--- src/rtl/hsc_pkg.sv ---
package hsc_pkg;

  typedef enum logic [1:0] {
    ST_IDLE     = 2'd0,
    ST_REQ      = 2'd1,
    ST_TC_HOLD  = 2'd2,
    ST_CAP_HOLD = 2'd3
  } hsc_state_e;

  // Occupancy at which programmed-I/O service is wanted: the field counts
  // down from the depth and saturates one below it.
  function automatic int unsigned hsc_irq_level(input int unsigned thr,
                                                input int unsigned depth);
    int unsigned eff;
    eff = (thr > depth - 1) ? depth - 1 : thr;
    return depth - eff;
  endfunction

  // Whole clock cycles covering a time span, rounded up, at least one.
  function automatic int unsigned hsc_cycles(input int unsigned span_ns,
                                             input int unsigned period_ns);
    int unsigned c;
    c = (span_ns + period_ns - 1) / period_ns;
    return (c == 0) ? 1 : c;
  endfunction

endpackage

--- src/rtl/hsc_edge_det.sv ---
module hsc_edge_det #(
  parameter int N = 2
) (
  input  logic         clk,
  input  logic         rst_n,
  input  logic [N-1:0] strobe_n,
  output logic [N-1:0] fall
);
  logic [N-1:0] prev_q;

  for (genvar i = 0; i < N; i++) begin : g_bit
    always_ff @(posedge clk) begin
      if (!rst_n) prev_q[i] <= 1'b1;
      else        prev_q[i] <= strobe_n[i];
    end
    assign fall[i] = prev_q[i] & ~strobe_n[i];
  end
endmodule

--- src/rtl/hsc_dma_fsm.sv ---
module hsc_dma_fsm
  import hsc_pkg::*;
#(
  parameter int BURST_MAX = 32,
  parameter int HOLD_CYC  = 18,
  parameter int BC_W      = $clog2(BURST_MAX + 1),
  localparam int HC_W     = $clog2(HOLD_CYC + 1)
) (
  input  logic            clk,
  input  logic            rst_n,
  input  logic            dma_on,
  input  logic            fifo_nonempty,
  input  logic            tc_hit,
  input  logic            dack_fall,
  input  logic            dack_n,
  input  logic            rearm_ok,
  output logic            dreq,
  output logic [BC_W-1:0] burst_cnt
);
  hsc_state_e       state_q, state_d;
  logic [HC_W-1:0]  hold_cnt;
  logic             cap_hit;
  logic             hold_done;

  assign cap_hit   = (state_q == ST_REQ) && dack_fall &&
                     (burst_cnt == BC_W'(BURST_MAX - 1));
  assign hold_done = dack_n && (hold_cnt == HC_W'(HOLD_CYC - 1));

  always_comb begin
    state_d = state_q;
    unique case (state_q)
      ST_IDLE:     if (dma_on && fifo_nonempty) state_d = ST_REQ;
      ST_REQ: begin
        if (!dma_on)             state_d = ST_IDLE;
        else if (tc_hit)         state_d = ST_TC_HOLD;
        else if (cap_hit)        state_d = ST_CAP_HOLD;
        else if (!fifo_nonempty) state_d = ST_IDLE;
      end
      ST_TC_HOLD:  if (rearm_ok)  state_d = ST_IDLE;
      ST_CAP_HOLD: if (hold_done) state_d = ST_IDLE;
      default:     state_d = ST_IDLE;
    endcase
  end

  always_ff @(posedge clk) begin
    if (!rst_n) state_q <= ST_IDLE;
    else        state_q <= state_d;
  end

  always_ff @(posedge clk) begin
    if (!rst_n || state_q != ST_REQ) burst_cnt <= '0;
    else if (dack_fall)              burst_cnt <= burst_cnt + 1'b1;
  end

  always_ff @(posedge clk) begin
    if (!rst_n || state_q != ST_CAP_HOLD || !dack_n) hold_cnt <= '0;
    else if (!hold_done)                             hold_cnt <= hold_cnt + 1'b1;
  end

  assign dreq = (state_q == ST_REQ);
endmodule

--- src/rtl/hsc_irq_unit.sv ---
module hsc_irq_unit
  import hsc_pkg::*;
#(
  parameter int unsigned FIFO_DEPTH = 16,
  parameter int CNT_W = 5,
  parameter int THR_W = 5
) (
  input  logic             clk,
  input  logic             rst_n,
  input  logic             dma_en,
  input  logic             svc_intr,
  input  logic [CNT_W-1:0] fifo_count,
  input  logic [THR_W-1:0] thresh,
  input  logic             tc_hit,
  output logic             intr,
  output logic             tc_irq
);
  logic pio_hit;
  logic tc_irq_d;

  assign pio_hit  = !dma_en && !svc_intr &&
                    (32'(fifo_count) >= hsc_irq_level(32'(thresh), FIFO_DEPTH));
  assign tc_irq_d = svc_intr ? 1'b0 : (tc_irq | tc_hit);

  always_ff @(posedge clk) begin
    if (!rst_n) begin
      tc_irq <= 1'b0;
      intr   <= 1'b0;
    end else begin
      tc_irq <= tc_irq_d;
      intr   <= pio_hit | tc_irq_d;
    end
  end
endmodule

--- src/rtl/hsc_fifo_service.sv ---
module hsc_fifo_service
  import hsc_pkg::*;
#(
  parameter int unsigned FIFO_DEPTH    = 16,
  parameter int          BURST_MAX     = 32,
  parameter int unsigned HOLD_NS       = 350,
  parameter int unsigned CLK_PERIOD_NS = 20,
  localparam int CNT_W    = $clog2(FIFO_DEPTH + 1),
  localparam int THR_W    = $clog2(FIFO_DEPTH) + 1,
  localparam int BC_W     = $clog2(BURST_MAX + 1),
  localparam int HOLD_CYC = int'(hsc_cycles(HOLD_NS, CLK_PERIOD_NS))
) (
  input  logic             clk,
  input  logic             rst_n,
  input  logic [CNT_W-1:0] fifo_count,
  input  logic             dma_en,
  input  logic             svc_intr,
  input  logic [THR_W-1:0] thresh,
  input  logic             dack_n,
  input  logic             rd_n,
  input  logic             tc,
  output logic             dreq,
  output logic             intr,
  output logic             tc_irq
);
  logic [1:0]      falls;
  logic            dack_fall;
  logic            rd_fall;
  logic            tc_hit;
  logic [BC_W-1:0] burst_cnt;

  hsc_edge_det #(.N(2)) u_edges (
    .clk      (clk),
    .rst_n    (rst_n),
    .strobe_n ({rd_n, dack_n}),
    .fall     (falls)
  );
  assign dack_fall = falls[0];
  assign rd_fall   = falls[1];

  // Last-byte event: terminal count while acknowledged, taken on the
  // acknowledge edge or, lacking one, on the read strobe edge.
  assign tc_hit = dma_en && tc && !dack_n && (dack_fall || rd_fall);

  hsc_dma_fsm #(
    .BURST_MAX (BURST_MAX),
    .HOLD_CYC  (HOLD_CYC),
    .BC_W      (BC_W)
  ) u_fsm (
    .clk           (clk),
    .rst_n         (rst_n),
    .dma_on        (dma_en && !svc_intr),
    .fifo_nonempty (fifo_count != '0),
    .tc_hit        (tc_hit),
    .dack_fall     (dack_fall),
    .dack_n        (dack_n),
    .rearm_ok      (!tc_irq && !svc_intr),
    .dreq          (dreq),
    .burst_cnt     (burst_cnt)
  );

  hsc_irq_unit #(
    .FIFO_DEPTH (FIFO_DEPTH),
    .CNT_W      (CNT_W),
    .THR_W      (THR_W)
  ) u_irq (
    .clk        (clk),
    .rst_n      (rst_n),
    .dma_en     (dma_en),
    .svc_intr   (svc_intr),
    .fifo_count (fifo_count),
    .thresh     (thresh),
    .tc_hit     (tc_hit),
    .intr       (intr),
    .tc_irq     (tc_irq)
  );
endmodule

--- config.mk ---
export PLATFORM = sky130hd
export DESIGN_NAME = hsc_fifo_service
export DESIGN_NICKNAME = d
export VERILOG_FILES = /design/src/rtl/hsc_pkg.sv /design/src/rtl/hsc_edge_det.sv /design/src/rtl/hsc_dma_fsm.sv /design/src/rtl/hsc_irq_unit.sv /design/src/rtl/hsc_fifo_service.sv
export SDC_FILE = /design/constraint.sdc
export NUM_CORES = 1
export LEC_CHECK = 0
export BUFFER_PORTS_ARGS = -buffer_cell sky130_fd_sc_hd__buf_4
export CORE_ASPECT_RATIO = 1.4
export CORE_MARGIN = 2
export CORE_UTILIZATION = 47
export CTS_CLUSTER_SIZE = 40
export DETAILED_ROUTE_END_ITERATION = 10
export PLACE_DENSITY = 0.76
export SYNTH_ARGS = -nofsm -noshare
export SYNTH_HDL_FRONTEND = slang
export SYNTH_SLANG_ARGS = --single-unit
--- constraint.sdc ---
create_clock -name clk -period 1.83 [get_ports clk]
set_clock_uncertainty 0.2 [all_clocks]
set_input_delay 0.183 -clock clk [delete_from_list [all_inputs] [get_ports clk]]
set_output_delay 0.183 -clock clk [all_outputs]
set_load 0.02 [all_outputs]
After elaboration in Yosys (flattened, before gate mapping) --
Cells that the tools add are included.
Storage, ports and cells: register bits 17, bits in latches 0, RAM bits 0, ROM bits 0, input bits 17, output and inout port bits 3, word-level logic and storage cells 62, memories 0
Cells by class: add/subtract/negate cells 3, multiply operators 0, divide/modulo/power cells 0, $lt $le $gt $ge 2, eq/ne operators 11, shift operators 0, mux-type cells 10, bitwise logic cells 6, reductions and logical operators 23
Operator list (number):
- >= comparator 5 x 32 -> 1 bit | 1
- subtractor 5 x 32 -> 32 bit (first input constant) | 1
- 2-to-1 mux 2 bit | 7
- logical AND 1 bit | 11
- inequality test 2 x 1 -> 1 bit (second input constant) | 4
- case mux 2 bit (4 select lines) | 1
- adder 6 x 1 -> 6 bit (second input constant) | 1
- == test 6 x 5 -> 1 bit (second input constant) | 1
- adder 5 x 1 -> 5 bit (second input constant) | 1
- == test 5 bit (second input constant) | 1
- > comparator 5 x 4 -> 1 bit (second input constant) | 1
- logical NOT 1 bit | 5
- 2-to-1 mux 5 bit | 1
- inequality test 5 x 4 -> 1 bit (second input constant) | 1
- nonzero test 5 bit | 1
- == test 2 bit (second input constant) | 2
- logical OR 1 bit | 4
- AND reduction 4 bit | 1
- bitwise AND 1 bit | 2
- == test 2 x 1 -> 1 bit (second input constant) | 1
- logical NOT 2 bit | 1
- inequality test 2 bit (second input constant) | 1
- inverter 1 bit | 2
- bitwise OR 1 bit | 2
- 2-to-1 mux 1 bit | 1

Longest topological paths before layout --
depth in word-level cells 8, depth in mapped cells 8, depth with buffers taken out 8

Cells and area by module --
From an unflattened synthesis, not the netlist that was laid out.
Second synthesis, totals: cells, all modules 110, area total of the unflattened synthesis 992.2 µm²
By module, submodules not included:
- hsc_dma_fsm | times used 1, cells an instance 68, area each 653.1 µm², sequential area each 260.2 µm²
- hsc_irq_unit | times used 1, cells an instance 29, area each 240.2 µm², sequential area each 40.0 µm²
- hsc_edge_det | times used 1, cells an instance 6, area each 65.1 µm², sequential area each 40.0 µm²
- hsc_fifo_service | times used 1, cells an instance 7, area each 33.8 µm², sequential area each 0.0 µm²

Least setup slack after synthesis --
Ideal clock, no wire load.
kind input to register, from in thresh[4], to reg u_irq.intr, data arrival time 1473 ps, data required time 1496 ps, setup slack 23 ps, stages 8, path buffers 0, cell sequence nor2_1 -> ha_1 -> nand3b_1 -> ha_1 -> ha_1 -> and2_1 -> o21ai_0 -> o211ai_1
Between the ends: cells in the longest elaborated chain, start to end 6
Ends and longest elaborated chain:
- start: declaration | line hsc_fifo_service.sv:18 | input logic [THR_W-1:0] thresh,
- > comparator 5 x 4 -> 1 bit | line hsc_pkg.sv:15 | eff = (thr > depth - 1) ? depth - 1 : thr;
- 2-to-1 mux 5 bit * | line hsc_pkg.sv:15
- subtractor 5 x 32 -> 32 bit * | line hsc_pkg.sv:16 | return depth - eff;
- >= comparator 5 x 32 -> 1 bit * | line hsc_irq_unit.sv:22 | (32'(fifo_count) >= hsc_irq_level(32'(thresh), FIFO_DEPTH));
- logical AND 1 bit * | line hsc_irq_unit.sv:21 | assign pio_hit = !dma_en && !svc_intr &&
- bitwise OR 1 bit * | line hsc_irq_unit.sv:31 | intr <= pio_hit | tc_irq_d;
- end signal: assignment | line hsc_irq_unit.sv:31
- end: declaration | line hsc_irq_unit.sv:15 | output logic intr,
Every way passes the cells marked *; elsewhere a longest branch is shown, timed or not. A chain may end at the register's enable or synchronous reset.

Worst setup path after layout --
Same ends and word-level chain as after synthesis.

==> metrics.txt <==
switching power=0.170 mW; share of cells above drive strength 1=0.184; Syn Nets=139; CTS Buf Count=3; Synth Warn #=0; first-pass GRT wire length=3480 um; worst vdd ir=365 uV; post-route ant nets=0; status=complete, no violations; Iter 0 DRT Violations=21; Fill cells=181; proportion of synthesized area in mux cells=0.0104; width of the die=42.3 um; reg-to-reg slack, setup=0.17 ns; Async SR Flop Fraction=0; Crit Path Class=in2reg; CTS tree=built; Cell Rows=19; Leak Pwr=0.513 nW; crit end category=register; Power Total=0.696 mW; Pint=0.526 mW; CTS Buffer Depth=2; nets@finish=169; Tcrit/Tclk final=0.943; worst setup path endpoint=u_irq.intr; vias=890; Unique masters post-synth=32; worst-skew pair later-pin latency=0.28 ns; hold crit path type=in2reg; TritonRoute pass-1 iters=4; combinational power share=0.172; total clock sinks=17; Post-synth EDFFs=0; Mapped Cells=112; non-filler instance count after layout=162; routed len/inst=11.7 um; final wirelength=1890 um; die height=57.6 um; port bufs=19; H-tree Lvls=1; Crit path required time=1.80 ns; synthesized area=966 sq um; RSZ-0062 raised after global routing=no; largest net degree at the start of global routing=10; Reg power frac=0.548; Max FO, Critical Path=4; sw frac=0.244; Worst setup SP type=input pin; Reg2Reg Depth=5; critical-path cell list=buf_4 -> nor2_1 -> ha_1 -> nand3b_1 -> ha_1 -> ha_1 -> and2_1 -> o21ai_0 -> o211ai_1; final core area utilization=0.624; Slew Limit Fails=0; I/O pins=20; initial antenna violation count=0; Max-Cap Viols=0; max incr delay on CP=0.28 ns; post-synthesis compound-gate area fraction=0.126; crit path DAT=1.69 ns; Via-to-Cell Ratio=5.49; Achievable Freq=0.579 GHz; clk slew on worst S/H paths=0.09 ns; worst reg2reg endpoint=u_fsm.state_q[0]; post-synthesis sequential area ratio=0.352; slowest cell on the critical path=ha_1; largest family of logic cells by synthesized area=simple AND/OR/NAND/NOR gates; most frequent CP cell=ha_1; setup bufs post-CTS=0; met3 routed WL=83 um; detailed placement HPWL=1550 um; Post-CTS Hold Buffers=4; Area growth, synth to finish=25.9%; Root Driver=clkbuf_4; GPL Wtd Cong=0.741; Setup-failing EPs final=0; routed length on met1=741 um; Placed Cells=154; Synth Area in Simple Gates=0.269; post-synthesis adder-cell area fraction=0.130; DRC=0; Core Box Area=1950 sq um; synthesized area per cell=8.62 sq um; Tot GR Track Use=0.184; Clk network pwr share=0.281; Ant. Diodes=0; Met2 Wirelength=1050 um; power per cell area=572 nW/um^2; Yosys reg bits=17; Period minus WS final=1.73 ns; post-CTS sizing=0; crit path launch=thresh[4]; R2R Path Start=u_fsm.burst_cnt[0]; Initial Util=0.496; gr ovfl total=0; die footprint=2440 sq um; xor/xnor share of the synthesized area=0.0816; Final Hold Fails=0; vias in the first global route=911; Most used DFF post-synth=dfxtp_1; uppermost layer routed=met4
-- metal layers --
layer	vias up	track usage
met1	416	0.188
met5	-	0
met2	18	0.352
met3	2	0.0280
li1	454	-
met4	0	0.0938
-- cell usage after synthesis (2+ instances only) --
master | n | area (sq um)
o21ai_0 | 5 | 25.0
nor2_1 | 17 | 63.8
nand2_1 | 7 | 26.3
xnor2_1 | 4 | 35.0
dfxtp_1 | 17 | 340
nand3_1 | 3 | 15.0
ha_1 | 10 | 125
inv_1 | 7 | 26.3
xor2_1 | 5 | 43.8
nor2b_1 | 2 | 12.5
nand2b_1 | 4 | 25.0
a21oi_1 | 4 | 20.0
nor3_1 | 3 | 15.0
nand3b_1 | 2 | 15.0
o2111ai_1 | 3 | 26.3
nand4_1 | 3 | 18.8
-- worst min-delay path by stage --
| stage | start | to | slack (ns) | cells after the start |
|---|---|---|---|---|
| after floorplan | rst_n | u_edges.prev_q[0] | 0.05 | 1 |
| after global placement | rd_n | u_edges.prev_q[1] | 0.18 | 2 |
| after detailed placement | rd_n | u_edges.prev_q[1] | 0.19 | 2 |
| after CTS | svc_intr | u_fsm.state_q[0] | 0.02 | 4 |
| after global routing | svc_intr | u_fsm.state_q[0] | 0.03 | 4 |
| final | svc_intr | u_fsm.state_q[0] | 0.02 | 4 |
-- registers in the layout, indices dropped and copies added (netlist names) --
name,count
u_edges.prev_q,2
u_fsm.burst_cnt,6
u_fsm.hold_cnt,5
u_fsm.state_q,2
u_irq.intr,1
u_irq.tc_irq,1
-- stage by stage --
stage	setup slack [ns]	hold slack (ns)	TNS [ns]	area, sq um
after floorplan	0.0225	0.0518	0	966
after global placement	-0.132	0.179	-0.132	1150
after detailed placement	-0.205	0.187	-0.205	1150
after CTS	0.108	0.0185	0	1220
after global routing	0.00908	0.0315	0	1220
final	0.104	0.0218	0	1220
-- final cells by class --
| cell class | instances | area [sq um] | share of cell area |
|---|---|---|---|
| Sequential cell | 17 | 340 | 0.280 |
| Clock buffer | 4 | 26.3 | 0.0216 |
| Multi-Input combinational cell | 88 | 599 | 0.493 |
| Tap cell | 21 | 26.3 | 0.0216 |
| Timing Repair Buffer | 25 | 198 | 0.163 |
| Inverter | 7 | 26.3 | 0.0216 |
-- power groups by stage --
stage,clock (mW),sequential (mW),combinational (mW)
global route,0.221,0.382,0.136
detailed placement,0,0.389,0.114
global placement,0,0.389,0.110
CTS,0.204,0.381,0.121
finish,0.195,0.381,0.119
floorplan,0,0.390,0.0566
-- critical path, delay by kind of cell --
| family | cells | cell delay (ns) |
|---|---|---|
| adders and majority gates | 3 | 0.75 |
| and+or+nand+nor | 3 | 0.38 |
| AOI/OAI and AO/OA | 2 | 0.26 |
| buffers and inverters | 1 | 0.12 |
-- cell usage in the layout, fill, tap and decap left out, types with 2 or more instances in the layout --
cell	n
nor3_1	3
nor2b_1	2
nand2b_1	4
nand3b_1	2
inv_1	7
nand4_1	3
nor2_1	17
a21oi_1	4
xnor2_1	4
dlygate4sd3_1	4
ha_1	10
xor2_1	5
o2111ai_1	3
clkbuf_4	3
nand3_1	3
o21ai_0	5
dfxtp_1	17
nand2_1	7
buf_4	21
-- cell families (layout without fill, tap and decap cells) --
group                    Yosys count  after routing
AND/OR/NAND/NOR                   49             49
AO/OA/AOI/OAI                     18             18
flip-flops                        17             17
adder cells (fa/ha/maj)           10             10
XOR/XNOR                           9              9
buffers and inverters              7             36
other                              1              1
multiplexers                       1              1
Power figures use the tool's default switching activity.
